## src/rtl/event_stage_pkg.sv

```systemverilog
package event_stage_pkg;
  localparam int OFS_CHAN   = 0;
  localparam int OFS_TS_LO  = 1;
  localparam int OFS_TS_HI  = 2;
  localparam int OFS_ADDR   = 3;
  localparam int OFS_COMMIT = 4;
  localparam int OFS_STATUS = 5;
  localparam int DATA_BASE  = 8;
  localparam int STATUS_W   = 5;

  typedef struct packed {
    logic selWr;
    logic tsLoWr;
    logic tsHiWr;
    logic addrWr;
    logic dataWr;
    logic commit;
  } stage_strobe_t;
endpackage

```

## src/rtl/event_stage_ctrl.sv

```systemverilog
module event_stage_ctrl
  import event_stage_pkg::*;
#(
  parameter int BUS_ADDR_W = 5,
  parameter int N_WORDS    = 4
) (
  input  logic                  clk,
  input  logic                  rstN,
  input  logic                  busWe,
  input  logic [BUS_ADDR_W-1:0] busAddr,
  input  logic                  queueFull,
  input  logic                  qUnderflow,
  output stage_strobe_t         strobe,
  output logic [STATUS_W-1:0]   statusOut,
  output logic                  evValid
);
  localparam int DATA_END = DATA_BASE + N_WORDS;

  logic inDataRange;

  always_comb begin
    inDataRange   = (int'(busAddr) >= DATA_BASE) && (int'(busAddr) < DATA_END);
    strobe.selWr  = busWe && (busAddr == BUS_ADDR_W'(OFS_CHAN));
    strobe.tsLoWr = busWe && (busAddr == BUS_ADDR_W'(OFS_TS_LO));
    strobe.tsHiWr = busWe && (busAddr == BUS_ADDR_W'(OFS_TS_HI));
    strobe.addrWr = busWe && (busAddr == BUS_ADDR_W'(OFS_ADDR));
    strobe.dataWr = busWe && inDataRange;
    strobe.commit = busWe && (busAddr == BUS_ADDR_W'(OFS_COMMIT));
  end

  always_ff @(posedge clk or negedge rstN) begin
    if (!rstN) begin
      statusOut <= '0;
      evValid   <= 1'b0;
    end else begin
      evValid <= strobe.commit && !queueFull && !qUnderflow;
      if (strobe.commit) begin
        statusOut <= {{(STATUS_W-2){1'b0}}, qUnderflow, queueFull};
      end
    end
  end
endmodule

```

## src/rtl/event_stage_dp.sv

```systemverilog
module event_stage_dp
  import event_stage_pkg::*;
#(
  parameter int BUS_ADDR_W = 5,
  parameter int CHAN_W     = 8,
  parameter int TS_W       = 63,
  parameter int ADDR_W     = 16,
  parameter int DATA_W     = 128
) (
  input  logic                  clk,
  input  logic                  rstN,
  input  stage_strobe_t         strobe,
  input  logic [BUS_ADDR_W-1:0] busAddr,
  input  logic [31:0]           busWdata,
  output logic [CHAN_W-1:0]     stagedChan,
  output logic [TS_W-1:0]       stagedTs,
  output logic [ADDR_W-1:0]     stagedAddr,
  output logic [DATA_W-1:0]     stagedData,
  output logic [CHAN_W-1:0]     evChannel,
  output logic [TS_W-1:0]       evTimestamp,
  output logic [ADDR_W-1:0]     evAddress,
  output logic [DATA_W-1:0]     evData
);
  localparam int N_WORDS = DATA_W / 32;
  localparam int TS_HI_W = TS_W - 32;

  logic tsWrite;
  assign tsWrite = strobe.tsLoWr || strobe.tsHiWr;

  always_ff @(posedge clk or negedge rstN) begin
    if (!rstN) begin
      stagedChan <= '0;
      stagedTs   <= '0;
    end else begin
      if (strobe.selWr)  stagedChan         <= busWdata[CHAN_W-1:0];
      if (strobe.tsLoWr) stagedTs[31:0]     <= busWdata;
      if (strobe.tsHiWr) stagedTs[TS_W-1:32] <= busWdata[TS_HI_W-1:0];
    end
  end

  always_ff @(posedge clk or negedge rstN) begin
    if (!rstN) begin
      stagedAddr <= '0;
    end else if (tsWrite) begin
      stagedAddr <= '0;
    end else if (strobe.addrWr) begin
      stagedAddr <= busWdata[ADDR_W-1:0];
    end
  end

  for (genvar k = 0; k < N_WORDS; k++) begin : g_word
    localparam int ELEM = N_WORDS - 1 - k;
    always_ff @(posedge clk or negedge rstN) begin
      if (!rstN) begin
        stagedData[32*ELEM +: 32] <= '0;
      end else if (tsWrite) begin
        stagedData[32*ELEM +: 32] <= '0;
      end else if (strobe.dataWr && (busAddr == BUS_ADDR_W'(DATA_BASE + k))) begin
        stagedData[32*ELEM +: 32] <= busWdata;
      end
    end
  end

  always_ff @(posedge clk or negedge rstN) begin
    if (!rstN) begin
      evChannel   <= '0;
      evTimestamp <= '0;
      evAddress   <= '0;
      evData      <= '0;
    end else if (strobe.commit) begin
      evChannel   <= stagedChan;
      evTimestamp <= stagedTs;
      evAddress   <= stagedAddr;
      evData      <= stagedData;
    end
  end
endmodule

```

## src/rtl/event_stage.sv

```systemverilog
module event_stage
  import event_stage_pkg::*;
#(
  parameter int BUS_ADDR_W = 5,
  parameter int CHAN_W     = 8,
  parameter int TS_W       = 63,
  parameter int ADDR_W     = 16,
  parameter int DATA_W     = 128
) (
  input  logic                  clk,
  input  logic                  rstN,
  input  logic                  busWe,
  input  logic [BUS_ADDR_W-1:0] busAddr,
  input  logic [31:0]           busWdata,
  input  logic [BUS_ADDR_W-1:0] rdAddr,
  output logic [31:0]           rdData,
  output logic [STATUS_W-1:0]   statusOut,
  input  logic                  queueFull,
  input  logic                  qUnderflow,
  output logic                  evValid,
  output logic [CHAN_W-1:0]     evChannel,
  output logic [TS_W-1:0]       evTimestamp,
  output logic [ADDR_W-1:0]     evAddress,
  output logic [DATA_W-1:0]     evData
);
  localparam int N_WORDS = DATA_W / 32;

  stage_strobe_t      strobe;
  logic [CHAN_W-1:0]  stagedChan;
  logic [TS_W-1:0]    stagedTs;
  logic [ADDR_W-1:0]  stagedAddr;
  logic [DATA_W-1:0]  stagedData;

  event_stage_ctrl #(
    .BUS_ADDR_W(BUS_ADDR_W),
    .N_WORDS   (N_WORDS)
  ) u_ctrl (
    .clk       (clk),
    .rstN      (rstN),
    .busWe     (busWe),
    .busAddr   (busAddr),
    .queueFull (queueFull),
    .qUnderflow(qUnderflow),
    .strobe    (strobe),
    .statusOut (statusOut),
    .evValid   (evValid)
  );

  event_stage_dp #(
    .BUS_ADDR_W(BUS_ADDR_W),
    .CHAN_W    (CHAN_W),
    .TS_W      (TS_W),
    .ADDR_W    (ADDR_W),
    .DATA_W    (DATA_W)
  ) u_dp (
    .clk        (clk),
    .rstN       (rstN),
    .strobe     (strobe),
    .busAddr    (busAddr),
    .busWdata   (busWdata),
    .stagedChan (stagedChan),
    .stagedTs   (stagedTs),
    .stagedAddr (stagedAddr),
    .stagedData (stagedData),
    .evChannel  (evChannel),
    .evTimestamp(evTimestamp),
    .evAddress  (evAddress),
    .evData     (evData)
  );

  always_comb begin
    rdData = '0;
    if (rdAddr == BUS_ADDR_W'(OFS_CHAN))   rdData = 32'(stagedChan);
    if (rdAddr == BUS_ADDR_W'(OFS_TS_LO))  rdData = stagedTs[31:0];
    if (rdAddr == BUS_ADDR_W'(OFS_TS_HI))  rdData = 32'(stagedTs[TS_W-1:32]);
    if (rdAddr == BUS_ADDR_W'(OFS_ADDR))   rdData = 32'(stagedAddr);
    if (rdAddr == BUS_ADDR_W'(OFS_STATUS)) rdData = 32'(statusOut);
    for (int k = 0; k < N_WORDS; k++) begin
      if (rdAddr == BUS_ADDR_W'(DATA_BASE + k)) rdData = stagedData[32*(N_WORDS-1-k) +: 32];
    end
  end
endmodule

```

## config.mk

```make
export PLATFORM = sky130hd
export DESIGN_NAME = event_stage
export DESIGN_NICKNAME = d
export VERILOG_FILES = /design/src/rtl/event_stage_pkg.sv /design/src/rtl/event_stage_ctrl.sv /design/src/rtl/event_stage_dp.sv /design/src/rtl/event_stage.sv
export SDC_FILE = /design/constraint.sdc
export NUM_CORES = 1
export LEC_CHECK = 0
export BUFFER_PORTS_ARGS = -buffer_cell sky130_fd_sc_hd__buf_2
export CORE_MARGIN = 2
export CORE_UTILIZATION = 40
export CTS_CLUSTER_DIAMETER = 200
export CTS_CLUSTER_SIZE = 20
export DETAILED_ROUTE_END_ITERATION = 10
export GPL_TIMING_DRIVEN = 0
export PLACE_DENSITY_LB_ADDON = 0.08
export SYNTH_ARGS = -nofsm -noshare
export SYNTH_HDL_FRONTEND = slang
export SYNTH_SLANG_ARGS = --single-unit
export TNS_END_PERCENT = 100
```

## constraint.sdc

```tcl
create_clock -name clk -period 1.3 [get_ports clk]
set_input_delay 0.065 -clock clk [delete_from_list [all_inputs] [get_ports clk]]
set_output_delay 0.065 -clock clk [all_outputs]
set_load 0.02 [all_outputs]
```

# Word-level counts from Yosys, hierarchy flattened
# Cells that the tools add are included.
[word_totals]
input_bits = 47
output_inout_bits = 253
word_cells = 74
reg_bits = 433
[classes]
order_cmp = 2
reduce_logical = 23
n_eq_ne = 16
n_mux = 19
[op_table]
columns = ["operator", "count"]
rows = [
  ["$mux W32", 16],
  ["$eq A5 B4 Y1 const B", 8],
  ["$mux W16", 2],
  ["$eq A5 B2 Y1 const B", 4],
  ["$logic_and A1 B1 Y1", 13],
  ["$eq A5 B1 Y1 const B", 2],
  ["$eq A5 B3 Y1 const B", 2],
  ["$logic_not A5 Y1", 2],
  ["$reduce_bool A2 Y1", 5],
  ["$mux W8", 1],
  ["$ge A5 B4 Y1 const B", 1],
  ["$lt A5 B4 Y1 const B", 1],
  ["$logic_not A1 Y1", 2],
  ["$logic_or A1 B1 Y1", 1],
]

# Logic depth before layout (Yosys ltp)
[logic_depth]
word_depth = 10
ltp_mapped = 8
depth_no_buf = 5

# By module
# A second synthesis with hierarchy kept.
[unflattened]
cells_unflattened = 1427
hier_area_um2 = 18875.6
[modules_own_cells]
columns = ["mod", "cells_each", "seq_area_each_um2", "area_per_inst_um2", "n_inst"]
rows = [
  ["event_stage_dp", 1112, 10760.3, 16575.9, 1],
  ["event_stage", 294, 0.0, 2082.0, 1],
  ["event_stage_ctrl", 21, 75.1, 217.7, 1],
]

# Worst setup path before layout
# No wires, ideal clock.
[synth_timing]
kind = "in2out"
start = "input rdAddr[0]"
end = "output rdData[20]"
n_path_buf = 3
stages = 7
t_arrival_ps = 1475
path_slack_ps = -240
required_ps = 1235
cell_sequence = "clkbuf_1 -> buf_2 -> clkbuf_1 -> o21ai_0 -> o22ai_1 -> a21oi_1 -> o21ai_0"
[synth_between]
elab_chain_cells = 9
elab_cells_between_ends = 16
cone_classes = "eq/ne (8); mux (8)"
[synth_rtl]
columns = ["item", "line_no", "source"]
rows = [
  ["start: declaration", "event_stage.sv:15", "input logic [BUS_ADDR_W-1:0] rdAddr,"],
  ["$eq A5 B1 Y1", "event_stage.sv:74", "if (rdAddr == BUS_ADDR_W'(OFS_TS_LO)) rdData = stagedTs[31:0];"],
  ["$mux W32", "event_stage.sv:74", ""],
  ["$mux W32", "event_stage.sv:75", "if (rdAddr == BUS_ADDR_W'(OFS_TS_HI)) rdData = 32'(stagedTs[TS_W-1:32]);"],
  ["$mux W32", "event_stage.sv:76", "if (rdAddr == BUS_ADDR_W'(OFS_ADDR)) rdData = 32'(stagedAddr);"],
  ["$mux W32", "event_stage.sv:77", "if (rdAddr == BUS_ADDR_W'(OFS_STATUS)) rdData = 32'(statusOut);"],
  ["$mux W32 (3 in series)", "event_stage.sv:79", "if (rdAddr == BUS_ADDR_W'(DATA_BASE + k)) rdData = stagedData[32*(N_WORDS-1-k) +: 32];"],
  ["$mux W32 *", "event_stage.sv:79", ""],
  ["end: declaration", "event_stage.sv:16", "output logic [31:0] rdData,"],
]
# Mark *: on every way between the ends. The rest lies on a longest branch, timed or not.

# Worst setup path in the final report
[layout_timing]
start = "register u_dp.stagedAddr[1]"
end = "output rdData[1]"
[layout_between]
elab_chain_cells = 6
[layout_rtl]
columns = ["item", "line_no", "source"]
rows = [
  ["start: declaration", "event_stage_dp.sv:17", "output logic [ADDR_W-1:0] stagedAddr,"],
  ["start signal: assignment", "event_stage_dp.sv:47", "stagedAddr <= busWdata[ADDR_W-1:0];"],
  ["$mux W32", "event_stage.sv:76", ""],
  ["$mux W32", "event_stage.sv:77", ""],
  ["$mux W32 (4 in series)", "event_stage.sv:79", ""],
]
# No other way between the ends.

==> results_dict.tcl <==
set metrics [dict create \
    outcome "finished with violations" \
    violations "hold timing, setup timing" \
    syn_area_sq_mm 0.0183 \
    cts.sinks 433 \
    crit_required_ns 1.24 \
    cts_root_buffer "clkbuf_16" \
    nets 2152 \
    synth.most_common_cell "dfrtp_1" \
    cts_tree "done" \
    clk_pin_slew_ns 0.10 \
    rr_worst_depth 3 \
    floorplan.initialDensity_pct 40.5 \
    remaining_drc_errors 0 \
    cts_max_level 1 \
    viasPerCell 5.48 \
    grt_pass1_vias 14800 \
    postSynthCellCount 1662 \
    synth-edff-count 0 \
    grt_max_degree 103 \
    synth_cell_types 48 \
    ys_ff_latch 433 \
    worst_pin_slew_ns 0.977 \
    grt_pass1_wl_mm 98.6 \
    arrival_ns 1.91 \
    die_x_um 218 \
    yosys.area.top_type_share_pct 59.1 \
    dp_hpwl_mm 48.0 \
    fp.dieH_um 218 \
    synth.yosys.seq_area_share_pct 59.1 \
    startpoint_type "flip-flop" \
    crit_type "flip-flop to output port" \
    vias 14800 \
    clk_latency_ns 0.59 \
    hp-class "input pin to async pin" \
    min_period_ns 1.98 \
    max_cap_violations 0 \
    skew_ns 0.0354 \
    coreArea_sq_mm 0.0453 \
    ant_nets 0 \
    max_freq_mhz 506 \
    drive_above_1_share_pct 41.9 \
    finalMaxSlewViolations 0 \
    num_rows 78 \
    slew_headroom_pct 34.8 \
    drtIter0Drc 1171 \
    synth_largest_area_cell "dfrtp_1" \
    fillCellCount 4204 \
    peakVddDrop_mv 0.870 \
    place.gp.congestion 0.860 \
    grtUsageTotal_pct 28.3 \
    clockBufferDepth 3 \
    synth_area_leaders "dfrtp_1 (59%), mux2_2 (15%), nand2_1 (7.8%)" \
    firstDrtPassIters 5 \
    io_pins 300 \
    setup_viol 33 \
    routed_wl_mm 67.8 \
    final_cell_area_sq_mm 0.0233 \
    dpl_cell_area_sq_mm 0.0209 \
    post_drt_wl_per_cell_um 25.1 \
    rsz0062_at_grt "yes" \
    min_period_over_period_pct 152 \
    hold_slack_ns -0.517 \
    grt_overflow 0 \
    dieArea_sq_mm 0.0476 \
    area_growth_pct 27.2 \
    async_flop_share_pct 100 \
    synth_commonest_cells "dfrtp_1 (433), nand2_1 (380), mux2_2 (237), a21oi_1 (130), nor2_1 (76)" \
    hold_viol 95 \
    worst_setup_path_end_kind "output port" \
    cts_buffers 25 \
    ys.flop_type "dfrtp_1" \
    synth_area_per_cell_sq_um 11.0 \
    antenna_found_initial 5 \
    place_ws_ns -1.35 \
    portBuffers 285 \
    path_max_fanout 2 \
    yosysWarnings 0 \
    power_density_mw_per_mm2 1360 \
    ctsHoldBuffers 34 \
    p_leak_nw 11.9 \
    worst_slack_ns -0.675 \
]
flip-flops by register name, summed over array words and instances (netlist names):
signal,flops
u_ctrl.evValid,1
u_dp.stagedTs,63
u_ctrl.statusOut,2
u_dp.stagedChan,8
u_dp.evAddress,16
u_dp.evData,128
u_dp.stagedAddr,16
u_dp.stagedData,128
u_dp.evChannel,8
u_dp.evTimestamp,63
critical path, stage by stage (launching register included):
cell	delay [ns]
dfrtp_2	0.41
o32a_1	0.33
o311ai_2	0.25
a21oi_2	0.14
buf_4	0.18
cell families after synthesis:
group	after synthesis	synth area share [%]
AOI/OAI and AO/OA	299	10.1
muxes	250	15.3
xor gates and xnor gates	1	0.0478
other	1	0.0204
buffers and inverters	133	3.32
DFF	433	59.1
and+or+nand+nor	545	12.2
worst paths after layout:
check / from / end / slack [ns]
worst min register to register: u_dp.evData[65] / u_dp.evData[65] / 0.49
max in group asynchronous: rstN / u_dp.evTimestamp[49] / 0.42
worst max register to register: u_dp.stagedData[99] / u_dp.evData[99] / 0.24
worst max-delay path: u_dp.stagedAddr[1] / rdData[1] / -0.68
min in group clk: busAddr[1] / u_dp.stagedTs[0] / -0.02
worst min-delay path: rstN / u_dp.evTimestamp[7] / -0.52
repair_timing:
action,CTS,global route
buffers inserted,78,15
endpoints found under the hold margin,276,84
setup endpoints to repair,303,183
pin swaps,41,23
resized for setup,172,69
power breakdown:
part | switching [mW] | total [mW] | internal (mW)
combinational | 3.80 | 6.74 | 2.95
sequential | 1.55 | 16.9 | 15.4
clock | 4.55 | 7.99 | 3.44
final cells by class:
type	instances	area (sq um)	area share (%)
antenna	3	7.51	0.0322
multi-input combinational	1098	7570	32.5
inverter	3	12.5	0.0536
clock buffer	25	626	2.68
sequential	433	10800	46.5
tap	600	751	3.22
timing repair buffer	416	2810	12.1
buffer	128	694	2.98
clock inverter	1	8.76	0.0375
stage by stage:
step / instances / TNS [ns] / total power, mW / utilization (%)
floorplan: 1664 / -0.132 / 20.1 / -
global placement: 2549 / -4073.63 / 22.6 / 45.8
detailed placement: 2553 / -337.31 / 22.8 / 46.0
CTS: 2689 / -16.61 / 31.6 / 50.7
global route: 2706 / -17.94 / 33.1 / 51.5
finish: 2707 / -16.11 / 31.7 / 51.5
cell usage in the layout (no fill, tap or decap), types with 13 or more instances in the layout:
master,count
dfrtp_1,425
nand2_1,373
buf_2,308
mux2_2,237
buf_4,110
a21oi_1,101
nor2_1,63
a22oi_1,42
dlygate4sd3_1,34
clkbuf_1,33
nand3_1,33
buf_6,31
clkbuf_16,25
o21ai_0,24
a21oi_2,23
o21ai_2,20
a22o_1,16
nor3_2,13
layer usage:
layer	share of wire (%)	up-vias	wire, um	GRT usage [%]
met5	0.029	-	20	0
met4	2.5	4	1720	7.48
met3	7.6	90	5180	5.62
met2	46	563	31400	44.7
met1	43	7582	29500	39.9
li1	-	6590	-	-
Note: power is estimated with default switching activity, not from simulation.
